## config.mk

```make
export PLATFORM = sky130hd
export DESIGN_NAME = uart_frame_monitor
export DESIGN_NICKNAME = d
export VERILOG_FILES = /design/src/rtl/uart_mon_pkg.sv /design/src/rtl/uart_mon_dp.sv /design/src/rtl/uart_mon_ctl.sv /design/src/rtl/uart_frame_monitor.sv
export SDC_FILE = /design/constraint.sdc
export NUM_CORES = 1
export LEC_CHECK = 0
export BUFFER_PORTS_ARGS = -buffer_cell sky130_fd_sc_hd__buf_2
export CAP_MARGIN = 20
export CORE_MARGIN = 8
export CORE_UTILIZATION = 64
export CTS_CLUSTER_DIAMETER = 80
export DETAILED_ROUTE_END_ITERATION = 8
export HOLD_SLACK_MARGIN = 0.1
export PLACE_DENSITY = 0.83
export SYNTH_ARGS = -nofsm -noshare
export SYNTH_HDL_FRONTEND = slang
export SYNTH_HIERARCHICAL = 1
export SYNTH_SLANG_ARGS = --single-unit
```

## constraint.sdc

```tcl
create_clock -name clk -period 5.1 [get_ports clk]
set_clock_uncertainty 0.05 [all_clocks]
set_input_delay 0.765 -clock clk [delete_from_list [all_inputs] [get_ports clk]]
set_output_delay 0.765 -clock clk [all_outputs]
set_load 0.03 [all_outputs]
```

## src/rtl/uart_mon_pkg.sv

```systemverilog
package uart_mon_pkg;
  typedef enum logic [2:0] {
    EV_START = 3'd0, EV_DATA = 3'd1, EV_PARITY = 3'd2, EV_STOP = 3'd3,
    EV_BAD_START = 3'd4, EV_BAD_STOP = 3'd5, EV_PAR_ERR = 3'd6
  } evKind_e;

  typedef enum logic [2:0] {
    PAR_NONE = 3'd0, PAR_ODD = 3'd1, PAR_EVEN = 3'd2, PAR_MARK = 3'd3, PAR_SPACE = 3'd4
  } parMode_e;

  typedef enum logic [1:0] {
    STOP_HALF = 2'd0, STOP_ONE = 2'd1, STOP_ONEHALF = 2'd2
  } stopLen_e;

  typedef struct packed {
    logic loadStart;
    logic loadBit;
    logic loadStop;
    logic clearWord;
    logic shiftWord;
    logic takeParity;
  } ctlStb_t;
endpackage

```

## src/rtl/uart_mon_dp.sv

```systemverilog
module uart_mon_dp
  import uart_mon_pkg::*;
#(
  parameter int CNT_W  = 16,
  parameter int DATA_W = 9
) (
  input  logic              clk,
  input  logic              rstN,
  input  logic              lineRaw,
  input  logic [CNT_W-1:0]  cfgBitPeriod,
  input  logic [3:0]        cfgDataBits,
  input  logic [2:0]        cfgParity,
  input  logic [1:0]        cfgStop,
  input  logic              cfgMsbFirst,
  input  logic              cfgLineInvert,
  input  logic              cfgDataInvert,
  input  ctlStb_t           stb,
  output logic              fallEdge,
  output logic              tick,
  output logic              lineLvl,
  output logic              dataBit,
  output logic [DATA_W-1:0] word,
  output logic              parExp,
  output logic              parGot
);
  logic [1:0]       syncQ;
  logic             prevLvl;
  logic [CNT_W-1:0] cnt;
  logic [CNT_W-1:0] halfP;
  logic [CNT_W-1:0] quarterP;
  logic [CNT_W-1:0] stopOff;
  logic [DATA_W-1:0] lsbIns;

  // normalize polarity, then two synchronizer flops and an edge register
  always_ff @(posedge clk) begin
    if (!rstN) begin
      syncQ   <= 2'b11;
      prevLvl <= 1'b1;
    end else begin
      syncQ   <= {syncQ[0], lineRaw ^ cfgLineInvert};
      prevLvl <= syncQ[1];
    end
  end

  assign lineLvl  = syncQ[1];
  assign fallEdge = prevLvl & ~syncQ[1];
  assign dataBit  = syncQ[1] ^ cfgDataInvert;

  assign halfP    = cfgBitPeriod >> 1;
  assign quarterP = cfgBitPeriod >> 2;

  always_comb begin
    case (cfgStop)
      STOP_HALF:    stopOff = quarterP;
      STOP_ONEHALF: stopOff = halfP + quarterP;
      default:      stopOff = halfP;
    endcase
  end

  // distance counter to the next sample point
  always_ff @(posedge clk) begin
    if (!rstN)               cnt <= '0;
    else if (stb.loadStart)  cnt <= halfP - 1'b1;
    else if (stb.loadBit)    cnt <= cfgBitPeriod - 1'b1;
    else if (stb.loadStop)   cnt <= halfP + stopOff - 1'b1;
    else if (cnt != '0)      cnt <= cnt - 1'b1;
  end

  assign tick = (cnt == '0);

  assign lsbIns = {{(DATA_W-1){1'b0}}, dataBit} << (cfgDataBits - 4'd1);

  always_ff @(posedge clk) begin
    if (!rstN || stb.clearWord) word <= '0;
    else if (stb.shiftWord)     word <= cfgMsbFirst ? {word[DATA_W-2:0], dataBit}
                                                    : ((word >> 1) | lsbIns);
  end

  always_ff @(posedge clk) begin
    if (!rstN)               parGot <= 1'b0;
    else if (stb.takeParity) parGot <= dataBit;
  end

  always_comb begin
    case (cfgParity)
      PAR_ODD:  parExp = ~(^word);
      PAR_EVEN: parExp = ^word;
      PAR_MARK: parExp = 1'b1;
      default:  parExp = 1'b0;
    endcase
  end
endmodule

```

## src/rtl/uart_mon_ctl.sv

```systemverilog
module uart_mon_ctl
  import uart_mon_pkg::*;
(
  input  logic       clk,
  input  logic       rstN,
  input  logic       fallEdge,
  input  logic       tick,
  input  logic       lineLvl,
  input  logic       dataBit,
  input  logic       parExp,
  input  logic [3:0] cfgDataBits,
  input  logic [2:0] cfgParity,
  output ctlStb_t    stb,
  output logic       evtValid,
  output logic [2:0] evtKind
);
  typedef enum logic [2:0] {S_IDLE, S_START, S_DATA, S_PARITY, S_STOP} state_e;

  state_e     state, stNext;
  logic [3:0] bitIdx, idxNext;
  logic       evV;
  evKind_e    evK;
  logic       lastBit;

  assign lastBit = (bitIdx == cfgDataBits - 4'd1);

  always_comb begin
    stb     = '0;
    stNext  = state;
    idxNext = bitIdx;
    evV     = 1'b0;
    evK     = EV_START;
    case (state)
      S_IDLE: if (fallEdge) begin
        stNext = S_START;
        stb.loadStart = 1'b1;
      end
      S_START: if (tick) begin
        evV = 1'b1;
        if (!lineLvl) begin
          evK = EV_START;
          stNext = S_DATA;
          stb.loadBit = 1'b1;
          stb.clearWord = 1'b1;
          idxNext = '0;
        end else begin
          evK = EV_BAD_START;
          stNext = S_IDLE;
        end
      end
      S_DATA: if (tick) begin
        stb.shiftWord = 1'b1;
        if (lastBit) begin
          evV = 1'b1;
          evK = EV_DATA;
          if (cfgParity == PAR_NONE) begin
            stNext = S_STOP;
            stb.loadStop = 1'b1;
          end else begin
            stNext = S_PARITY;
            stb.loadBit = 1'b1;
          end
        end else begin
          idxNext = bitIdx + 4'd1;
          stb.loadBit = 1'b1;
        end
      end
      S_PARITY: if (tick) begin
        stb.takeParity = 1'b1;
        evV = 1'b1;
        evK = (dataBit == parExp) ? EV_PARITY : EV_PAR_ERR;
        stNext = S_STOP;
        stb.loadStop = 1'b1;
      end
      S_STOP: if (tick) begin
        evV = 1'b1;
        evK = lineLvl ? EV_STOP : EV_BAD_STOP;
        stNext = S_IDLE;
      end
      default: stNext = S_IDLE;
    endcase
  end

  always_ff @(posedge clk) begin
    if (!rstN) begin
      state    <= S_IDLE;
      bitIdx   <= '0;
      evtValid <= 1'b0;
      evtKind  <= '0;
    end else begin
      state    <= stNext;
      bitIdx   <= idxNext;
      evtValid <= evV;
      evtKind  <= evK;
    end
  end

  AST_IDLE_NEEDS_EDGE: assert property (@(posedge clk) disable iff (!rstN)
    (state == S_IDLE && !fallEdge) |=> (state == S_IDLE));
  AST_DATA_INDEX: assert property (@(posedge clk) disable iff (!rstN)
    (state == S_DATA) |-> (bitIdx < cfgDataBits));
  AST_NO_PARITY_SLOT: assert property (@(posedge clk) disable iff (!rstN)
    (cfgParity == PAR_NONE && state == S_DATA && tick && lastBit) |=> (state == S_STOP));
  AST_BAD_START_ABORT: assert property (@(posedge clk) disable iff (!rstN)
    (evtValid && evtKind == EV_BAD_START) |-> (state == S_IDLE));
  AST_STOP_REARM: assert property (@(posedge clk) disable iff (!rstN)
    (evtValid && (evtKind == EV_STOP || evtKind == EV_BAD_STOP)) |-> (state == S_IDLE));
endmodule

```

## src/rtl/uart_frame_monitor.sv

```systemverilog
module uart_frame_monitor
  import uart_mon_pkg::*;
#(
  parameter int NUM_CH = 2,
  parameter int CNT_W  = 16,
  parameter int DATA_W = 9,
  parameter int CH_W   = (NUM_CH > 1) ? $clog2(NUM_CH) : 1
) (
  input  logic                           clk,
  input  logic                           rstN,
  input  logic [NUM_CH-1:0]              lineIn,
  input  logic [CNT_W-1:0]               cfgBitPeriod,
  input  logic [3:0]                     cfgDataBits,
  input  logic [2:0]                     cfgParity,
  input  logic [1:0]                     cfgStop,
  input  logic                           cfgMsbFirst,
  input  logic                           cfgLineInvert,
  input  logic                           cfgDataInvert,
  output logic [NUM_CH-1:0]              evtValid,
  output logic [NUM_CH-1:0][2:0]         evtKind,
  output logic [NUM_CH-1:0][CH_W-1:0]    evtChan,
  output logic [NUM_CH-1:0][DATA_W-1:0]  evtData,
  output logic [NUM_CH-1:0]              evtParExp,
  output logic [NUM_CH-1:0]              evtParGot
);
  for (genvar g = 0; g < NUM_CH; g++) begin : g_chan
    ctlStb_t stb;
    logic    fallEdge, tick, lineLvl, dataBit;

    uart_mon_dp #(.CNT_W(CNT_W), .DATA_W(DATA_W)) i_dp (
      .clk(clk), .rstN(rstN), .lineRaw(lineIn[g]),
      .cfgBitPeriod(cfgBitPeriod), .cfgDataBits(cfgDataBits), .cfgParity(cfgParity),
      .cfgStop(cfgStop), .cfgMsbFirst(cfgMsbFirst), .cfgLineInvert(cfgLineInvert),
      .cfgDataInvert(cfgDataInvert), .stb(stb),
      .fallEdge(fallEdge), .tick(tick), .lineLvl(lineLvl), .dataBit(dataBit),
      .word(evtData[g]), .parExp(evtParExp[g]), .parGot(evtParGot[g])
    );

    uart_mon_ctl i_ctl (
      .clk(clk), .rstN(rstN), .fallEdge(fallEdge), .tick(tick), .lineLvl(lineLvl),
      .dataBit(dataBit), .parExp(evtParExp[g]), .cfgDataBits(cfgDataBits),
      .cfgParity(cfgParity), .stb(stb), .evtValid(evtValid[g]), .evtKind(evtKind[g])
    );

    assign evtChan[g] = CH_W'(g);

    AST_PARITY_AGREE: assert property (@(posedge clk) disable iff (!rstN)
      (evtValid[g] && evtKind[g] == EV_PARITY) |-> (evtParGot[g] == evtParExp[g]));
    AST_PARITY_DIFFER: assert property (@(posedge clk) disable iff (!rstN)
      (evtValid[g] && evtKind[g] == EV_PAR_ERR) |-> (evtParGot[g] != evtParExp[g]));
  end
endmodule

```

==> flow_summary_export.csv, run 1 <==
group,metric,value,unit
status,result_of_the_run,"finished, final reports clean",
clock_tree,clk_path_buf_depth,2,
yosys,ys.flop_type,"dfxtp_1",
yosys,synth.top_cells.by_count,"ha_1 (130), inv_1 (130), nor2_1 (121)",
yosys,cell_area_after_technology_mapping,10600,µm²
clock_tree,cts.repair.resized,0,
clock_tree,ctsHoldBuffers,0,
worst_setup_path,cpMaxStageDelayCell,"fa_1",
die,fp.dieArea,20800,µm²
placement,dpl_worst_slack,147,ps
sta,report.final.slew_viol_count,0,
power_and_ir_drop,power_frac_seq,0.257,
power_and_ir_drop,p_int,1.90,mW
cells_and_area,final_layout_size_suffix_gt1_frac,0.0920,
clock_tree,register_clock_pin_slew_on_the_reported_worst_setup_and_hold_paths,60,ps
power_and_ir_drop,cellLeakagePower,4.91,nW
worst_setup_path,series_of_cell_instances_along_the_critical_path,"buf_2 -> ha_1 -> inv_1 -> fa_1 -> nor2b_1 -> o21bai_1 -> a21oi_1 -> o21ai_0 -> a211oi_1 -> mux2i_1 -> a221oi_1 -> ha_1 -> inv_1 -> ha_1 -> a21oi_1 -> o21bai_1 -> a21oi_1 -> nor4b_1 -> a221o_1 -> a2bb2oi_2 -> o41ai_2",
cells_and_area,layout.core_utilization,0.693,
sta,period_needed,4640,ps
clock_tree,tritoncts.num_buffers,9,
sta,finalSetupViolCount,0,
flow_run,max_cap_violations,0,
worst_setup_path,worst-endpoint-arrival,4820,ps
yosys,synth_top_area_frac,0.154,
hold_path,hold_class,"reg2reg",
yosys,synth-edff-count,0,
worst_setup_path,crit_type,"in2reg",
global_routing,global_route.usage.total,0.260,
yosys,netlist-cell-type-count,94,
die,num_rows,47,
yosys,synth_area_leaders,"ha_1 (15%), dfxtp_1 (15%), xnor2_1 (8.6%)",
detailed_routing,postRouteAntennaNets,0,
power_and_ir_drop,net-switching-power,1.50,mW
cells_and_area,final_nets,1606,
worst_setup_path,ff2ff_setup_slack,570,ps
global_routing,gr-total-overflow,0,
cells_and_area,syn_to_final_growth,7.45,%
sta,finalSetupTns,0,ps
detailed_routing,wl_per_cell,16.4,µm
worst_setup_path,worst_r2r_startpoint,"g_chan[1].i_dp/cnt[0]",
power_and_ir_drop,pwr_density_cell,300,nW/µm²
detailed_routing,drt_drc_violations_left,0,
yosys,post_synth.cell_area_avg,7.55,µm²
sta,finalHoldViolCount,0,
detailed_routing,wirelength,27300,µm
sta,timing.max_slew.rel_slack,0.444,
die,dieHeight,144,µm
placement,placed_cells,1649,
clock_tree,cts_post_setup_buffers_inserted,0,
die,effective_utilization_at_floorplan,0.645,
cells_and_area,antenna_cells,0,
placement,placement.cell_area,11100,µm²
global_routing,pin_count_of_the_biggest_net_entering_global_routing,40,
worst_setup_path,cp-endpoint,"g_chan[1].i_dp/cnt[14]",
yosys,synth-warning-count,6,
clock_tree,cts.htree.levels,3,
clock_tree,cts_sinks,80,
sta,final_min_period_over_clock_period,0.910,
sta,tightestPinTransition,834,ps
detailed_routing,initialDrtViolationCount,698,
clock_tree,clock-root-buffer,"clkbuf_16",
yosys,synth_seq_area_share,0.152,
yosys,post_synth_net_total,1563,
worst_setup_path,critical_path.endpoint_type,"flop",
yosys,largest_area_contributor_in_the_netlist,"ha_1",
power_and_ir_drop,peakVddDrop,0.000195,V
detailed_routing,vias,10400,
sta,layout_setup_ws,459,ps
yosys,async_flop_share,0,
die,core_area,16300,µm²
placement,place_hpwl,21100,µm
detailed_routing,post_drt_via_cell_ratio,6.24,
sta,whs,375,ps
yosys,post_syn_instances,1397,
cells_and_area,fin_area,11300,µm²
detailed_routing,detail_route.first_pass.iterations,5,
placement,place_congestion,0.949,
die,num_io_pins,64,
global_routing,first_pass_grt_wire_length,44800,µm
clock_tree,clock_latency_on_the_worst_skew_pair,340,ps
global_routing,first_global_vias,9490,
worst_setup_path,timing.critical_path.fanout_max,12,
power_and_ir_drop,switching_share,0.442,
sta,max_freq,215,MHz
worst_setup_path,critPathLaunchType,"input pin",
power_and_ir_drop,clkPwrFrac,0.180,
worst_setup_path,depth_of_the_worst_register_to_register_path,15,
placement,place.port_buffers,61,
die,die_w,144,µm
worst_setup_path,worst_path_largest_cell_delay,410,ps
power_and_ir_drop,post-layout-total-power,3.40,mW
cells_and_area,final_cell_count_without_fillers,1665,
clock_tree,tritoncts,"built",
worst_setup_path,worst_setup_path_startpoint,"cfgBitPeriod[2]",
power_and_ir_drop,power.share.combinational,0.563,
worst_setup_path,worst-endpoint-required,5280,ps
global_routing,grt_antenna_before_repair,0,
sta,rsz0062_at_grt,"false",
yosys,synth_register_bits,80,
worst_setup_path,rr_endpoint,"g_chan[1].i_dp/cnt[13]",
## logic make-up (layout without fill, tap and decap cells)
| logic type | Yosys count | count (layout) | synth area share |
|---|---|---|---|
| muxes | 41 | 41 | 0.0397 |
| adders and majority gates | 134 | 134 | 0.162 |
| DFF | 80 | 80 | 0.152 |
| other | 2 | 2 | 0.000712 |
| and+or+nand+nor | 452 | 452 | 0.220 |
| xor gates and xnor gates | 137 | 137 | 0.118 |
| AOI/OAI and AO/OA | 366 | 366 | 0.239 |
| buffers and inverters | 185 | 233 | 0.0691 |
## sequential cells by signal, summed over array words and instances, names as in the netlist
| register | cells |
|---|---|
| g_chan.i_dp/parGot | 2 |
| g_chan.i_dp/cnt | 32 |
| g_chan.i_ctl/state | 6 |
| g_chan.i_dp/syncQ | 4 |
| g_chan.i_ctl/evtKind | 6 |
| g_chan.i_ctl/evtValid | 2 |
| g_chan.i_dp/word | 18 |
| g_chan.i_ctl/bitIdx | 8 |
| g_chan.i_dp/prevLvl | 2 |
## cells in the final DEF, fill, tap and decap left out, types with 34 or more instances in the layout
cell	instances
mux2i_1	37
inv_1	130
o21ai_0	53
nand2_1	104
nand3_1	48
nor3_1	34
a21oi_1	96
buf_2	61
nor2_1	121
ha_1	130
dfxtp_1	80
xnor2_1	103
a211oi_1	37
## metal layers
layer  share of wire  wire length (µm)  vias to the layer above  global-route usage
met5               0                 0                        -                   0
met4           0.017               475                        0              0.0706
met3           0.069              1870                       47              0.0324
met2            0.46             12600                      383               0.434
met1            0.45             12300                     4864               0.344
li1                -                 -                     5095                   -
## worst max-delay path, delay by kind of cell
kind / cells / cell delay (ps)
AOI/OAI and AO/OA: 11 / 2080
buffers and inverters: 3 / 340
muxes: 1 / 120
and+or+nand+nor: 2 / 280
adders and majority gates: 4 / 1240
## power groups by stage
stage / logic (mW) / registers (mW) / clock network, mW
final: 1.91 / 0.875 / 0.613
after global routing: 2.12 / 0.891 / 0.654
after CTS: 1.89 / 0.872 / 0.626
after detailed placement: 1.88 / 0.886 / 0
after global placement: 1.84 / 0.878 / 0
after floorplan: 1.52 / 0.846 / 0
## worst min path at each step
stage	start	endpoint	slack (ps)	cells past startpoint
6_report	g_chan[0].i_dp/syncQ[0]	g_chan[0].i_dp/syncQ[1]	370	1
5_1_grt	g_chan[1].i_dp/syncQ[0]	g_chan[1].i_dp/syncQ[1]	390	1
2_1_floorplan	g_chan[0].i_dp/syncQ[0]	g_chan[0].i_dp/syncQ[1]	340	1
3_3_place_gp	g_chan[1].i_dp/syncQ[0]	g_chan[1].i_dp/syncQ[1]	340	1
3_5_place_dp	g_chan[0].i_dp/syncQ[0]	g_chan[0].i_dp/syncQ[1]	360	1
4_1_cts	g_chan[0].i_dp/syncQ[0]	g_chan[0].i_dp/syncQ[1]	380	1
## layout make-up
cell class / instances / area [µm²]
Clock buffer: 10 / 229
Clock inverter: 6 / 45.0
Fill cell: 1394 / 5010
Inverter: 136 / 510
Multi-Input combinational cell: 1132 / 8220
Sequential cell: 80 / 1600
Tap cell: 220 / 275
Timing Repair Buffer: 81 / 455
No activity file was read; power rests on OpenSTA's default activity.
==> run 2, diff against run 1 <==
--- a/config.mk
+++ b/config.mk
@@ -5,6 +5,7 @@
 export SDC_FILE = /design/constraint.sdc
 export NUM_CORES = 1
 export LEC_CHECK = 0
+export ABC_AREA = 1
 export BUFFER_PORTS_ARGS = -buffer_cell sky130_fd_sc_hd__buf_2
 export CAP_MARGIN = 20
 export CORE_MARGIN = 8
==> flow_summary_export.csv, run 2 <==
group,metric,value,unit
status,result_of_the_run,"finished, final reports clean",
clock_tree,clock-root-buffer,"clkbuf_16",
die,effective_utilization_at_floorplan,0.645,
sta,whs,373,ps
die,num_rows,48,
worst_setup_path,cpMaxStageDelayCell,"inv_1",
worst_setup_path,series_of_cell_instances_along_the_critical_path,"inv_1 -> ha_1 -> nand2_2 -> nor2_4 -> nand2_2 -> nor2_4 -> nand3_1 -> nor3_1 -> nand3_1 -> nor2_1 -> inv_1 -> nor2_4 -> nand2_1 -> nand2_1 -> inv_1 -> o21ai_0 -> nor2_1 -> o21ai_0 -> o21ai_0 -> o21ai_0 -> a21oi_1",
cells_and_area,layout.core_utilization,0.694,
yosys,ys.flop_type,"dfxtp_1",
worst_setup_path,worst_path_largest_cell_delay,510,ps
yosys,largest_area_contributor_in_the_netlist,"ha_1",
yosys,async_flop_share,0,
worst_setup_path,worst_path_dominant_cell_family,"simple AND/OR/NAND/NOR gates",
power_and_ir_drop,post-layout-total-power,4.01,mW
detailed_routing,wirelength,30700,µm
power_and_ir_drop,power_frac_seq,0.226,
die,core_area,17100,µm²
detailed_routing,initialDrtViolationCount,980,
power_and_ir_drop,peakVddDrop,0.000200,V
global_routing,global_route.usage.total,0.278,
cells_and_area,final_layout_size_suffix_gt1_frac,0.116,
sta,period_needed,4330,ps
sta,tightestPinTransition,1040,ps
placement,place.port_buffers,61,
sta,finalSetupViolCount,0,
yosys,yosys.cell_count.top_type,"nand2_1",
yosys,synth_seq_area_share,0.146,
worst_setup_path,depth_of_the_worst_register_to_register_path,21,
cells_and_area,layout_commonest_cell,"nand2_1",
clock_tree,clock_latency_on_the_worst_skew_pair,340,ps
worst_setup_path,critical_path.endpoint_type,"flop",
placement,dpl_worst_slack,633,ps
yosys,post_synth_net_total,1923,
clock_tree,tritoncts.num_buffers,9,
clock_tree,clk_path_buf_depth,2,
power_and_ir_drop,pwr_density_cell,339,nW/µm²
global_routing,pin_count_of_the_biggest_net_entering_global_routing,27,
clock_tree,cts_sinks,80,
sta,timing.max_slew.rel_slack,0.306,
placement,place_congestion,0.949,
die,num_io_pins,64,
clock_tree,cts.repair.resized,0,
worst_setup_path,worst-path-buf-inv,3,
worst_setup_path,timing.critical_path.depth,21,
cells_and_area,syn_to_final_growth,7.61,%
placement,placed_cells,2025,
worst_setup_path,crit_type,"reg2reg",
detailed_routing,drt_drc_violations_left,0,
placement,placement.cell_area,11500,µm²
cells_and_area,antenna_cells,0,
cells_and_area,final_cell_mix,"nand2_1 (370), inv_1 (260), nor2_1 (163)",
die,fp.dieArea,21600,µm²
power_and_ir_drop,net-switching-power,1.94,mW
cells_and_area,final_cell_count_without_fillers,2041,
power_and_ir_drop,power.share.combinational,0.600,
worst_setup_path,ff2ff_setup_slack,770,ps
detailed_routing,postRouteAntennaNets,0,
worst_setup_path,cp_common_cell,"o21ai_0",
detailed_routing,post_drt_via_cell_ratio,5.64,
detailed_routing,vias,11500,
worst_setup_path,critPathLaunchType,"flop",
sta,rsz0062_at_grt,"false",
global_routing,first_global_vias,10700,
cells_and_area,fin_area,11800,µm²
yosys,synth_top_area_frac,0.148,
sta,max_freq,231,MHz
global_routing,gr-total-overflow,0,
yosys,netlist-cell-type-count,60,
sta,report.final.slew_viol_count,0,
global_routing,grt_antenna_before_repair,0,
detailed_routing,wl_per_cell,15.0,µm
yosys,synth-edff-count,0,
yosys,post_syn_instances,1757,
flow_run,max_cap_violations,0,
clock_tree,cts_post_setup_buffers_inserted,0,
power_and_ir_drop,p_int,2.07,mW
clock_tree,tritoncts,"built",
sta,final_min_period_over_clock_period,0.849,
die,dieHeight,147,µm
clock_tree,register_clock_pin_slew_on_the_reported_worst_setup_and_hold_paths,60,ps
hold_path,whs_path_depth,1,
worst_setup_path,timing.critical_path.fanout_max,25,
sta,layout_setup_ws,772,ps
cells_and_area,max_flop_register,"g_chan.i_dp/cnt",
placement,place_hpwl,24200,µm
yosys,cell_area_after_technology_mapping,11000,µm²
power_and_ir_drop,cellLeakagePower,6.00,nW
sta,finalSetupTns,0,ps
yosys,post_synth.cell_area_avg,6.26,µm²
detailed_routing,detail_route.first_pass.iterations,6,
power_and_ir_drop,clkPwrFrac,0.174,
cells_and_area,layout_top_registers,"g_chan.i_dp/cnt: 32 flops, g_chan.i_dp/word: 18 flops, g_chan.i_ctl/bitIdx: 8 flops",
cells_and_area,final_nets,1977,
clock_tree,cts.htree.levels,3,
yosys,synth-warning-count,6,
clock_tree,ctsHoldBuffers,0,
die,die_w,147,µm
cells_and_area,largest_register_ff_count,32,
yosys,synth_register_bits,80,
sta,finalHoldViolCount,0,
global_routing,first_pass_grt_wire_length,50900,µm
yosys,synth.top_cells.by_count,"nand2_1 (370), inv_1 (260), nor2_1 (163)",
power_and_ir_drop,switching_share,0.484,
yosys,synth_area_leaders,"ha_1 (15%), dfxtp_1 (15%), nand2_1 (13%)",
worst_setup_path,worst-endpoint-arrival,4490,ps
hold_path,hold_class,"reg2reg",
worst_setup_path,worst-endpoint-required,5260,ps
[run 2: changes by cell type after synthesis, sizes merged, moves of 32 or more]
cell,before,now
a211oi,38,6
a21oi,97,160
inv,134,283
mux2i,37,0
nand2,106,392
nand3,48,106
nor2,121,193
o21ai,58,137
xnor2,103,24
[run 2: final cells by class]
cell class / count / area [µm²]
inverter: 289 / 1090
timing repair buffer: 72 / 388
tap: 225 / 282
clock inverter: 6 / 82.6
fill: 1503 / 5220
sequential: 80 / 1600
multi-input combinational: 1359 / 8160
clock buffer: 10 / 239
[run 2: worst paths after layout]
check	endpoint	start
worst max-delay path	g_chan[0].i_dp/cnt[1]	g_chan[0].i_dp/cnt[0]
worst min register to register	g_chan[0].i_dp/syncQ[1]	g_chan[0].i_dp/syncQ[0]
worst max register to register	g_chan[0].i_dp/cnt[1]	g_chan[0].i_dp/cnt[0]
worst min-delay path	g_chan[0].i_dp/syncQ[1]	g_chan[0].i_dp/syncQ[0]
[run 2: per-layer routing]
metal | global-route usage | part of all wire
met1 | 0.368 | 0.44
met2 | 0.453 | 0.45
met3 | 0.0357 | 0.077
met4 | 0.103 | 0.028
met5 | 0 | 0
[run 2: power by group through the flow]
stage	Combinational [mW]	Sequential (mW)	Clock [mW]
final	2.41	0.906	0.697
after global routing	2.71	0.923	0.734
after CTS	2.37	0.903	0.708
after detailed placement	2.35	0.915	0
after global placement	2.29	0.911	0
after floorplan	1.86	0.899	0
[run 2: cell families (layout without fill, tap and decap cells)]
kind of cell               count (synthesis)  after routing  share of synthesized area
and+or+nand+nor                          760            760                      0.322
AOI/OAI and AO/OA                        381            381                      0.199
buffers and inverters                    318            377                      0.113
adders and majority gates                134            134                      0.155
xor gates and xnor gates                  82             82                     0.0653
DFF                                       80             80                      0.146
other                                      2              2                   0.000683
